## config.mk

```make
export PLATFORM = sky130hd
export DESIGN_NAME = ma_resp_mapper
export DESIGN_NICKNAME = d
export VERILOG_FILES = /design/src/rtl/marm_pkg.sv /design/src/rtl/ma_mode_reg.sv /design/src/rtl/ma_decode.sv /design/src/rtl/ma_resp_build.sv /design/src/rtl/ma_resp_mapper.sv
export SDC_FILE = /design/constraint.sdc
export NUM_CORES = 1
export LEC_CHECK = 0
export ABC_AREA = 1
export BUFFER_PORTS_ARGS = -buffer_cell sky130_fd_sc_hd__buf_2
export CAP_MARGIN = 0
export CORE_MARGIN = 5
export CORE_UTILIZATION = 44
export DETAILED_ROUTE_END_ITERATION = 8
export GPL_ROUTABILITY_DRIVEN = 0
export GPL_TIMING_DRIVEN = 0
export HOLD_SLACK_MARGIN = 0.03
export PLACE_DENSITY_LB_ADDON = 0.05
export SYNTH_ARGS = -nofsm -noshare
export SYNTH_HDL_FRONTEND = slang
export SYNTH_HIERARCHICAL = 1
export SYNTH_SLANG_ARGS = --single-unit
```

## constraint.sdc

```tcl
create_clock -name clk -period 1.2 [get_ports clk]
set_input_delay 0 -clock clk [delete_from_list [all_inputs] [get_ports clk]]
set_output_delay 0 -clock clk [all_outputs]
set_load 0.01 [all_outputs]
```

## src/rtl/marm_pkg.sv

```systemverilog
package marm_pkg;

    typedef enum logic [1:0] {
        CLS_POSTED_WR = 2'b00,
        CLS_NP_READ   = 2'b01,
        CLS_NP_WRITE  = 2'b10,
        CLS_NP_RSVD   = 2'b11
    } txn_cls_e;

    typedef enum logic [1:0] {
        OUT_OK        = 2'b00,
        OUT_TGT_ABORT = 2'b01,
        OUT_MA_HIDE   = 2'b10,
        OUT_MA_ERROR  = 2'b11
    } outcome_e;

    typedef struct packed {
        logic valid;
        logic err;
        logic nxa;
    } cpl_flags_t;

    typedef struct packed {
        logic fatal;
        logic nonfatal;
    } sb_err_t;

    function automatic logic cls_posted(txn_cls_e c);
        return (c == CLS_POSTED_WR);
    endfunction

    function automatic logic cls_read(txn_cls_e c);
        return (c == CLS_NP_READ);
    endfunction

    function automatic logic is_master_abort(logic err, logic nxa);
        return err & nxa;
    endfunction

endpackage

```

## src/rtl/ma_mode_reg.sv

```systemverilog
module ma_mode_reg (
    input  logic clk,
    input  logic rst,
    input  logic wr,
    input  logic d,
    output logic q
);
    always_ff @(posedge clk) begin
        if (rst)
            q <= 1'b0;
        else if (wr)
            q <= d;
    end
endmodule

```

## src/rtl/ma_decode.sv

```systemverilog
module ma_decode
    import marm_pkg::*;
(
    input  txn_cls_e cls,
    input  logic     err,
    input  logic     nxa,
    input  logic     mode,
    output outcome_e outcome,
    output logic     posted,
    output logic     is_rd
);
    always_comb begin
        posted = cls_posted(cls);
        is_rd  = cls_read(cls);
        if (is_master_abort(err, nxa))
            outcome = mode ? OUT_MA_ERROR : OUT_MA_HIDE;
        else if (err)
            outcome = OUT_TGT_ABORT;
        else
            outcome = OUT_OK;
    end
endmodule

```

## src/rtl/ma_resp_build.sv

```systemverilog
module ma_resp_build
    import marm_pkg::*;
#(
    parameter int DATA_W = 32
) (
    input  logic              valid,
    input  outcome_e          outcome,
    input  logic              posted,
    input  logic              is_rd,
    input  logic [DATA_W-1:0] rdata,
    input  logic              fatal_en,
    input  logic              nonfatal_en,
    output cpl_flags_t        flags,
    output logic [DATA_W-1:0] data,
    output sb_err_t           sb
);
    localparam logic [DATA_W-1:0] ALL_ONES = {DATA_W{1'b1}};

    logic np_valid;

    always_comb begin
        np_valid    = valid & ~posted;
        flags       = '0;
        flags.valid = np_valid;
        data        = '0;
        sb          = '0;
        unique case (outcome)
            OUT_OK: begin
                if (np_valid && is_rd) data = rdata;
            end
            OUT_TGT_ABORT: begin
                flags.err = np_valid;
            end
            OUT_MA_HIDE: begin
                if (np_valid && is_rd) data = ALL_ONES;
            end
            OUT_MA_ERROR: begin
                if (posted) begin
                    sb.fatal    = valid & fatal_en;
                    sb.nonfatal = valid & ~fatal_en & nonfatal_en;
                end else begin
                    flags.err = np_valid;
                end
            end
            default: ;
        endcase
    end
endmodule

```

## src/rtl/ma_resp_mapper.sv

```systemverilog
module ma_resp_mapper
    import marm_pkg::*;
#(
    parameter int DATA_W = 32
) (
    input  logic              clk,
    input  logic              rst,
    input  logic              cfg_wr,
    input  logic              cfg_mode_d,
    input  logic              fatal_en,
    input  logic              nonfatal_en,
    input  logic              req_valid,
    input  logic [1:0]        req_class,
    input  logic              req_err,
    input  logic              req_nxa,
    input  logic [DATA_W-1:0] req_rdata,
    output logic              cpl_valid,
    output logic              cpl_err,
    output logic              cpl_nxa,
    output logic [DATA_W-1:0] cpl_rdata,
    output logic              fatal_pulse,
    output logic              nonfatal_pulse
);
    logic              mode_q;
    outcome_e          outcome;
    logic              posted;
    logic              is_rd;
    cpl_flags_t        flags_d, flags_q;
    logic [DATA_W-1:0] data_d, data_q;
    sb_err_t           sb_d, sb_q;

    ma_mode_reg u_mode (
        .clk (clk),
        .rst (rst),
        .wr  (cfg_wr),
        .d   (cfg_mode_d),
        .q   (mode_q)
    );

    ma_decode u_dec (
        .cls     (txn_cls_e'(req_class)),
        .err     (req_err),
        .nxa     (req_nxa),
        .mode    (mode_q),
        .outcome (outcome),
        .posted  (posted),
        .is_rd   (is_rd)
    );

    ma_resp_build #(.DATA_W(DATA_W)) u_build (
        .valid       (req_valid),
        .outcome     (outcome),
        .posted      (posted),
        .is_rd       (is_rd),
        .rdata       (req_rdata),
        .fatal_en    (fatal_en),
        .nonfatal_en (nonfatal_en),
        .flags       (flags_d),
        .data        (data_d),
        .sb          (sb_d)
    );

    always_ff @(posedge clk) begin
        if (rst) begin
            flags_q <= '0;
            data_q  <= '0;
            sb_q    <= '0;
        end else begin
            flags_q <= flags_d;
            data_q  <= data_d;
            sb_q    <= sb_d;
        end
    end

    assign cpl_valid      = flags_q.valid;
    assign cpl_err        = flags_q.err;
    assign cpl_nxa        = flags_q.nxa;
    assign cpl_rdata      = data_q;
    assign fatal_pulse    = sb_q.fatal;
    assign nonfatal_pulse = sb_q.nonfatal;
endmodule

```

Word-level counts from Yosys, hierarchy flattened
Index checks and enable logic that the tools add are counted.

word-level totals
  flip-flop bits (word level) = 38
  input bits = 43
  output and inout bits = 37
  logic and storage cells = 31

cells by class
  equality and inequality tests = 4
  mux-type cells = 8
  bitwise operators = 8
  reduce and logical (&&, ||, !) cells = 4

operator list
  operator            count
  $mux 32             2
  $pmux 32 s2         1
  $and 1x1->1         5
  $eq 2x1->1 const B  2
  $eq 2x2->1 const B  2
  $logic_not 2->1     2
  $mux 1              3
  $not 1->1           3
  $reduce_or 3->1     1
  $mux 2              1
  $pmux 1 s2          1
  $logic_and 1x1->1   1

Logic depth before layout (Yosys ltp)
Gate-level depths: netlist of run 1.

  depth in word-level cells = 6
  gate-level depth with buffers = 9

Cells and area by module
Netlist of run 1, hierarchy kept.

by module, submodules not included
  module          times used  cells each  area each (µm²)  seq. area each (µm²)
  ma_resp_mapper  1           115         1068.5           740.7
  ma_resp_build   1           91          454.2            0.0
  ma_mode_reg     1           7           45.0             20.0
  ma_decode       1           9           35.0             0.0

Worst setup path before layout of run 1
Ideal clock, no wire load.

  path kind = register to register
  start point = register u_mode.q
  end point = register data_q[17], in the netlist cpl_rdata[17]
  setup time = 0.064 ns
  arrival = 0.920 ns
  data required time = 1.136 ns
  path slack = 0.216 ns
  cell stages (with the launch flop) = 9
  buffers on the path = 1
  clock period less this slack = 0.984 ns
  cell sequence = dfxtp_1 nand3_1 nand2_1 inv_2 clkbuf_2 o21ai_1 nor2_1 inv_1 nor2_1

on the way
  longest elaborated chain between the ends = 4

ends and longest elaborated chain
  what                                                  RTL line              RTL
  from (decl)                                           ma_mode_reg.sv:6      output logic q
  from (signal assigned)                                ma_mode_reg.sv:10     q <= 1'b0;
  from (signal assigned)                                ma_mode_reg.sv:12     q <= d;
  $mux 1 (*)                                            ma_decode.sv:16       outcome = mode ? OUT_MA_ERROR : OUT_MA_HIDE;
  $mux 2 (*)                                            ma_decode.sv:15       if (is_master_abort(err, nxa))
  net outcome[0]                                        ma_resp_mapper.sv:25  outcome_e outcome;
  $eq 2x2->1 / $logic_not 2->1 (equally long branches)  ma_resp_build.sv:27   unique case (outcome)
  $pmux 32 s2 (*)                                       ma_resp_build.sv:27
  net data_d[17]                                        ma_resp_mapper.sv:29  logic [DATA_W-1:0] data_d, data_q;
  to (signal assigned)                                  ma_resp_mapper.sv:70  data_q <= data_d;
  to (decl)                                             ma_resp_mapper.sv:29

Mark *: on every way through the listed nets, which the timed path passes. The rest lies on a longest branch.
A chain may end at the register's enable or synchronous reset.

==> results of run 1 <==
## registers in the layout, indices dropped and copies added, names as in the netlist
register and count:
cpl_nxa 1, fatal_pulse 1, cpl_valid 1, cpl_rdata 32
u_mode/q 1, cpl_err 1, nonfatal_pulse 1
## layer usage
metal	wire length, µm	vias to the layer above	global-route usage
li1	-	820	-
met1	1520	619	0.175
met2	1610	50	0.232
met3	326	4	0.0633
met4	36	0	0.0447
met5	0	-	0
## final cells by class
type	instances	area share
Multi-Input combinational cell	122	0.239
Sequential cell	38	0.339
Tap cell	48	0.0267
Clock inverter	3	0.0178
Timing Repair Buffer	84	0.195
Buffer	15	0.0718
Inverter	47	0.0796
Clock buffer	5	0.0306
## cells by family (layout without fill, tap and decap cells)
logic type	after synthesis	after routing
flip-flops	38	38
AO/OA/AOI/OAI	32	32
AND/OR/NAND/NOR	89	89
buffers and inverters	62	154
other	1	1
## worst paths after layout
check | end | cells after the start | slack [ns] | start
max | u_mode/q | 6 | 0.04 | cfg_wr
min | cpl_rdata[31] | 3 | 0.04 | rst
max reg2reg | u_mode/q | 3 | 0.06 | u_mode/q
min reg2reg | fatal_pulse | 7 | 0.82 | u_mode/q
## worst max-delay path: cells and delay by family
kind	cells	cell delay, ns
buf+inv	3	1.20
simple gates	3	0.15
## cell usage after synthesis, types with 2 or more instances
| master | number |
|---|---|
| buf_2 | 2 |
| buf_4 | 2 |
| buf_6 | 10 |
| dfxtp_1 | 38 |
| inv_1 | 46 |
| nand2_1 | 9 |
| nor2_1 | 74 |
| nor2_2 | 3 |
| o21ai_0 | 23 |
| o21ai_1 | 9 |
## metrics by stage
| stage | util | std cells | setup WS [ns] | total power (µW) | area, µm² |
|---|---|---|---|---|---|
| after floorplan | - | 222 | 0.216 | 1510 | 1600 |
| after global placement | 0.571 | 349 | 0.0634 | 1630 | 2060 |
| after detailed placement | 0.571 | 349 | 0.0578 | 1630 | 2060 |
| after CTS | 0.609 | 360 | 0.0215 | 2680 | 2200 |
| after global routing | 0.623 | 362 | -0.0218 | 2810 | 2250 |
| final | 0.623 | 362 | 0.0410 | 2680 | 2250 |
## power groups by stage
stage / Sequential [µW] / Clock (µW) / Combinational [µW]
6_report: 1290 / 1040 / 344
3_3_place_gp: 1320 / 0 / 312
4_1_cts: 1290 / 1070 / 324
5_1_grt: 1290 / 1130 / 389
2_1_floorplan: 1330 / 0 / 181
3_5_place_dp: 1320 / 0 / 314
## what timing repair did
item	in CTS	in global routing
gates resized for setup	0	19
setup endpoints to repair	0	31
endpoints found under the hold margin	3	0
hold buffers	3	0
setup buffers	0	1
==> results.yml, run 1 <==
synthesis:
  synth-edff-count: 0
  avgSynthCellArea_um2: 7.22
  synth_cell_types: 16
  ys_ff_latch: 38
  synth_top_area_frac: 0.475
  synth-main-ff-cell: "dfxtp_1"
  synth_compound_area_frac: 0.0999
  synth_top_family_by_area: "simple AND/OR/NAND/NOR gates"
  synth.area.top_cells: "dfxtp_1 (47%), nor2_1 (17%), inv_1 (11%)"
  synth_top_area_cell: "dfxtp_1"
  synth_warnings: 6
  yosysSeqAreaShare: 0.475
  synthesis.area_um2: 1600
  synth_xor_area_frac: 0
  synthCells: 222
  synth_fa_ha_area_frac: 0
  muxShareOfSynthArea: 0
  syn-num-nets: 265
  yosys.area_share.simple: 0.224
  async_flop_share: 0
grt:
  grt_first_pass_wirelength_um: 5810
  grt_pass1_vias: 1371
  antenna_found_initial: 0
  grtUsageTotal: 0.145
  grt_max_degree: 13
  overflow: 0
clock_network:
  clock_path_buffers: 2
  h-tree-depth: 2
  cts_buffers: 5
  clkSinkCount: 38
  cts_tree: "yes"
  clock_tree.root_cell: "clkbuf_8"
  clk_pin_slew_worst_paths_ns: 0.07
  clkLatencyLatePin_ns: 0.29
floorplanning:
  io_pins: 80
  die_x_um: 70.4
  die-area_um2: 4950
  die_h_um: 70.4
  rows: 22
  start_util: 0.444
  core_um2: 3610
cells_and_area:
  nNetsFinal: 356
  layout-drive-gt1-share: 0.363
  multi_input_area_um2: 538
  mostFrequentLayoutCells: "buf_2 (80), nor2_1 (73), inv_1 (46), dfxtp_1 (37), o21ai_0 (20)"
  diodes: 0
  fill_cells: 352
  area_delta_synth_final_pct: 40.2
  final-seq-area_um2: 762
  final_common_cell: "buf_2"
sta:
  hold_slack_ns: 0.0389
  rsz0062_at_grt: "true"
  fin_crit_ns: 1.16
  max_freq_mhz: 863
  finalHoldViolCount: 0
  setup-tns-final_ns: 0
  min_period_over_period: 0.966
  setup_viol: 0
  skew_ns: 0.00619
  slew_viol_final: 0
worst_setup_path:
  required_ns: 1.38
  worstSetupPathType: "in -> reg"
  arrival_ns: 1.34
  cp_slowest_cell: "dlygate4sd3_1"
  cpPeakStageDelay_ns: 0.54
  cp_max_fo: 2
  crit_path_end_kind: "flip-flop"
  path_cells: "dlygate4sd3_1, buf_2, nand2_1, nand2_1, nor2_2, dlygate4sd3_1"
  crit_path_start_kind: "input port"
placement:
  port_buffers: 79
  dp.final_hpwl_um: 2690
power_and_ir_drop:
  p_int_uw: 2070
  seqPwrFrac: 0.483
  powerDensity_nw_per_um2: 1190
  ir_drop_uv: 625
  switchingPower_uw: 611
  p_sw_frac: 0.228
  pwr-share-clk: 0.389
  p_comb_frac: 0.128
  leakage_uw: 0.00114
drt:
  remaining_drc_errors: 0
  first_pass_iters: 5
  drt_wl_total_um: 3500
  avgRoutedWirePerCell_um: 9.67
  via_per_inst: 4.12
  vias: 1493
  ant_nets: 0
  dr.first_iter.drc_count: 114
run:
  maxCapViolCount: 0
hold_path:
  worst_hold_path_type: "in -> reg"
run_status:
  status: "finished, final reports clean"
Power figures use the tool's default switching activity.
==> run 2: changes to the inputs <==
Settings changed: ABC_AREA 1 to default, CORE_UTILIZATION 44 to 43.
==> results.yml, run 2 <==
run_status:
  status: "finished, violations left"
  violations: "negative setup slack"
drt:
  vias: 1324
  avgRoutedWirePerCell_um: 12.2
  first_pass_iters: 2
  via_per_inst: 4.37
  remaining_drc_errors: 0
  ant_nets: 0
  dr.first_iter.drc_count: 15
  drt_wl_total_um: 3700
sta:
  setup_viol: 30
  finalHoldViolCount: 0
  rsz0062_at_grt: "true"
  slew_viol_final: 0
  hold_slack_ns: 0.0578
  fin_crit_ns: 1.28
  min_period_over_period: 1.06
  postLayoutSetupSlackWorst_ns: -0.0773
  setup-tns-final_ns: -1.04
  max_freq_mhz: 783
  skew_ns: 0.00680
clock_network:
  cts_buffers: 5
  clock_tree.root_cell: "clkbuf_4"
  cts_tree: "yes"
  clk_pin_slew_worst_paths_ns: 0.10
  h-tree-depth: 2
  clkSinkCount: 38
  clkLatencyLatePin_ns: 0.34
  clock_path_buffers: 2
power_and_ir_drop:
  leakage_uw: 0.00116
  ir_drop_uv: 693
  powerDensity_nw_per_um2: 1040
  p_total_uw: 2510
floorplanning:
  core_um2: 3310
  die_h_um: 68.2
  rows: 21
  die_x_um: 68.2
  start_util: 0.440
  io_pins: 80
  die-area_um2: 4650
grt:
  use_met1: 0.174
  antenna_found_initial: 0
  overflow: 0
  grtUsageTotal: 0.173
  grt_first_pass_wirelength_um: 5840
  gr-usage-met3: 0.0640
  grt_pass1_vias: 1385
  use_met2: 0.323
  grt_max_degree: 12
  top_usage_layer: "met2"
run:
  maxCapViolCount: 0
synthesis:
  synth_cell_types: 20
  synth-edff-count: 0
  yosysMostFrequentCell: "dfxtp_1"
  synth_warnings: 6
  syn-num-nets: 178
  synth_top_area_frac: 0.522
  synthCells: 135
  avgSynthCellArea_um2: 10.8
  synth_common_cells: "dfxtp_1 (38), o21a_1 (32), nor2b_1 (31)"
  async_flop_share: 0
  yosysSeqAreaShare: 0.522
  synth-main-ff-cell: "dfxtp_1"
  ys_ff_latch: 38
  synth.area.top_cells: "dfxtp_1 (52%), o21a_1 (16%), nor2b_1 (13%)"
  synthesis.area_um2: 1460
  synth_top_area_cell: "dfxtp_1"
cells_and_area:
  area_delta_synth_final_pct: 65.5
  mostFrequentLayoutCells: "buf_2 (79), dfxtp_1 (37), dlygate4sd3_1 (36), o21a_1 (32), nor2b_1 (26)"
  final_common_cell: "buf_2"
  fill_cells: 244
  diodes: 0
  layout-drive-gt1-share: 0.440
  largest_reg_flops: 32
  nNetsFinal: 300
worst_setup_path:
  worstSetupPathType: "reg -> reg"
  cp_max_fo: 10
  arrival_ns: 1.51
  required_ns: 1.44
  crit_path_end_kind: "flip-flop"
  crit_path_start_kind: "flip-flop"
placement:
  dp.final_hpwl_um: 2360
  port_buffers: 79
hold_path:
  worst_hold_path_type: "in -> reg"
==> run 2: metrics by stage <==
stage | instances | utilization | area, µm² | worst slack [ns]
3_3_place_gp | 260 | 0.580 | 1920 | -0.205
3_5_place_dp | 260 | 0.580 | 1920 | -0.234
2_1_floorplan | 135 | - | 1470 | -0.153
5_1_grt | 303 | 0.728 | 2410 | -0.169
4_1_cts | 303 | 0.716 | 2370 | -0.124
6_report | 303 | 0.728 | 2410 | -0.0773
==> run 2: repair_timing <==
action                                  in CTS  in global routing
endpoints found under the hold margin       35                  0
pin swaps                                    2                  3
gates cloned                                 0                  0
endpoints found under the setup margin      32                 32
setup buffers                                1                  0
resized for setup                            2                 12
hold buffers                                36                  0
==> run 2: where the power goes <==
| part | switching [µW] | internal (µW) |
|---|---|---|
| clock network | 395 | 485 |
| registers | 5.94 | 1280 |
| logic | 129 | 213 |
| total | 530 | 1980 |
==> run 2: routing by layer <==
layer,part of all wire,wire (µm),vias to the layer above
met5,0,0,-
met4,0.011,42,0
met3,0.072,267,6
met2,0.54,1990,49
met1,0.38,1400,598
li1,-,-,671
==> run 2: area by class of cell <==
type                       instances  area (µm²)  area share
sequential                        38         762       0.316
tap                               46        57.6      0.0239
clock buffer                       6        51.3      0.0213
multi-input combinational         82         621       0.257
inverter                           2        7.51     0.00311
buffer                            12         119      0.0493
clock inverter                     1        30.0      0.0125
timing repair buffer             116         763       0.317
==> run 2: critical path, cell delays in order (launching register included) <==
cell	delay, ns
dfxtp_2	0.35
inv_2	0.03
a21boi_2	0.12
and4bb_4	0.25
clkbuf_16	0.17
o21a_1	0.09
and2b_2	0.17
==> run 2: kinds of logic after synthesis <==
kind of cell	after synthesis	synth area share
and+or+nand+nor	47	0.216
DFF	38	0.522
other	1	0.00257
AOI/OAI and AO/OA	33	0.170
muxes	1	0.00687
buffers and inverters	15	0.0825
==> run 2: path summary, 6_finish.rpt <==
kind,start,end,slack (ns),cells after the start
setup / recovery,u_mode/q,cpl_rdata[31],-0.08,6
setup reg to reg,u_mode/q,cpl_rdata[31],-0.08,6
hold / removal,nonfatal_en,nonfatal_pulse,0.06,3
hold reg to reg,u_mode/q,cpl_err,0.89,5
==> run 3: changes to the inputs <==
Settings changed: BUFFER_PORTS_ARGS -buffer_cell sky130_fd_sc_hd__buf_2 to -buffer_cell sky130_fd_sc_hd__clkbuf_2, CORE_UTILIZATION 43 to 39.
Clock period 1.2 ns to 1.1 ns, I/O delays scaled along.
==> results.yml, run 3 (synthesized netlist as in run 2, its figures left out) <==
run_status:
  status: "finished, violations left"
  violations: "negative setup slack"
clock_network:
  h-tree-depth: 2
  clock_tree.root_cell: "clkbuf_8"
  cts_tree: "yes"
  cts_buffers: 5
  clk_pin_slew_worst_paths_ns: 0.07
  clkSinkCount: 38
  clock_path_buffers: 2
  clkLatencyLatePin_ns: 0.28
grt:
  grt_first_pass_wirelength_um: 5640
  antenna_found_initial: 0
  overflow: 0
  grt_max_degree: 13
  grtUsageTotal: 0.140
  grt_pass1_vias: 1362
hold_path:
  holdPathStages: 3
  hold_end: "cpl_rdata[1]"
  min_from: "req_rdata[1]"
  worst_hold_path_type: "in -> reg"
run:
  maxCapViolCount: 0
cells_and_area:
  postLayoutCoreUtil: 0.626
  diodes: 0
  largest_reg_flops: 32
  design_area_um2: 2270
  final_common_cell: "clkbuf_2"
  area_delta_synth_final_pct: 56.2
  mostFrequentLayoutCells: "clkbuf_2 (79), dfxtp_1 (37), o21a_1 (32), nor2b_1 (25), dlygate4sd3_1 (17)"
  nNetsFinal: 284
  layout-drive-gt1-share: 0.488
placement:
  port_buffers: 79
  place_ws_ns: -0.340
  dp.final_hpwl_um: 2510
  place_area_um2: 1920
floorplanning:
  die-area_um2: 5060
  io_pins: 80
  core_um2: 3630
  start_util: 0.401
  rows: 22
  die_h_um: 71.1
  die_x_um: 71.1
sta:
  postLayoutSetupSlackWorst_ns: -0.188
  skew_ns: 0.00251
  finalHoldViolCount: 0
  slew_viol_final: 0
  rsz0062_at_grt: "true"
  max_freq_mhz: 776
  setup_viol: 33
  fin_crit_ns: 1.29
  min_period_over_period: 1.17
worst_setup_path:
  crit_path_end_kind: "flip-flop"
  worstSetupPathType: "reg -> reg"
  r2r-end: "cpl_rdata[28]"
  r2r_start: "u_mode/q"
  crit_start: "u_mode/q"
  crit_path_start_kind: "flip-flop"
  cp_max_fo: 5
  required_ns: 1.32
  arrival_ns: 1.51
  r2r_setup_slack_ns: -0.19
  r2r.worst_path.cells: 6
drt:
  avgRoutedWirePerCell_um: 12.0
  vias: 1294
  first_pass_iters: 4
  dr.first_iter.drc_count: 45
  drt_wl_total_um: 3470
  via_per_inst: 4.46
  ant_nets: 0
  remaining_drc_errors: 0
power_and_ir_drop:
  ir_drop_uv: 633
  leakage_uw: 0.00109
  powerDensity_nw_per_um2: 1260
-- run 3: changes by cell type in the layout (fill, tap and decap cells not counted), sizes merged --
cell / before / now
buf: 87 / 11
clkbuf: 11 / 89
clkinv: 0 / 2
dlygate4sd3: 36 / 17
-- run 3: worst max-delay path, cell delays in order (launching register included) --
cell	delay (ns)
dfxtp_2	0.33
inv_2	0.05
a21boi_2	0.05
and4bb_4	0.38
clkbuf_16	0.16
o21a_1	0.12
nor2b_2	0.14
-- run 3: per-stage QoR --
| step | setup TNS [ns] | total power, µW | hold WS, ns | std cells |
|---|---|---|---|---|
| 6_report | -4.43 | 2860 | 0.0338 | 290 |
| 2_1_floorplan | -5.90 | 1570 | 0.0650 | 135 |
| 3_5_place_dp | -8.89 | 1700 | 0.259 | 262 |
| 3_3_place_gp | -7.79 | 1690 | 0.235 | 262 |
| 5_1_grt | -6.88 | 3000 | 0.0388 | 290 |
| 4_1_cts | -5.35 | 2890 | 0.0303 | 289 |
-- run 3: worst max-delay path by stage --
stage / to / cells past startpoint
final: cpl_rdata[28] / 6
after global routing: cpl_rdata[28] / 6
after CTS: cpl_rdata[25] / 6
after detailed placement: cpl_rdata[31] / 7
after global placement: cpl_rdata[31] / 7
after floorplan: cpl_rdata[31] / 7
-- run 3: layout make-up --
class	count	area, µm²
well taps	48	60.1
repair buffers	100	599
clock inverters	3	40.0
plain buffers	12	119
inverters	2	7.51
clock buffers	5	68.8
flip-flops and latches	38	762
multi-input cells	82	618
fillers	337	1360
-- run 3: what timing repair did --
item                                   in CTS  in global routing
pin swaps                                   4                  3
endpoints found under the hold margin      16                  0
cloned                                      0                  1
hold buffers                               17                  0
setup buffers                               3                  1
gates resized for setup                     4                  9
setup endpoints to repair                  32                 34
-- run 3: metal layers --
metal,track usage,share of wire,vias up
met2,0.245,0.50,60
li1,-,-,641
met3,0.0682,0.12,9
met5,0,0,-
met4,0.0626,0.018,0
met1,0.141,0.36,584
-- run 3: report_power, final --
part | internal, µW | switching [µW] | leakage, µW
logic | 192 | 132 | 0.000726
registers | 1400 | 6.93 | 0.000308
clock network | 667 | 464 | 0.0000579
total | 2260 | 603 | 0.00109
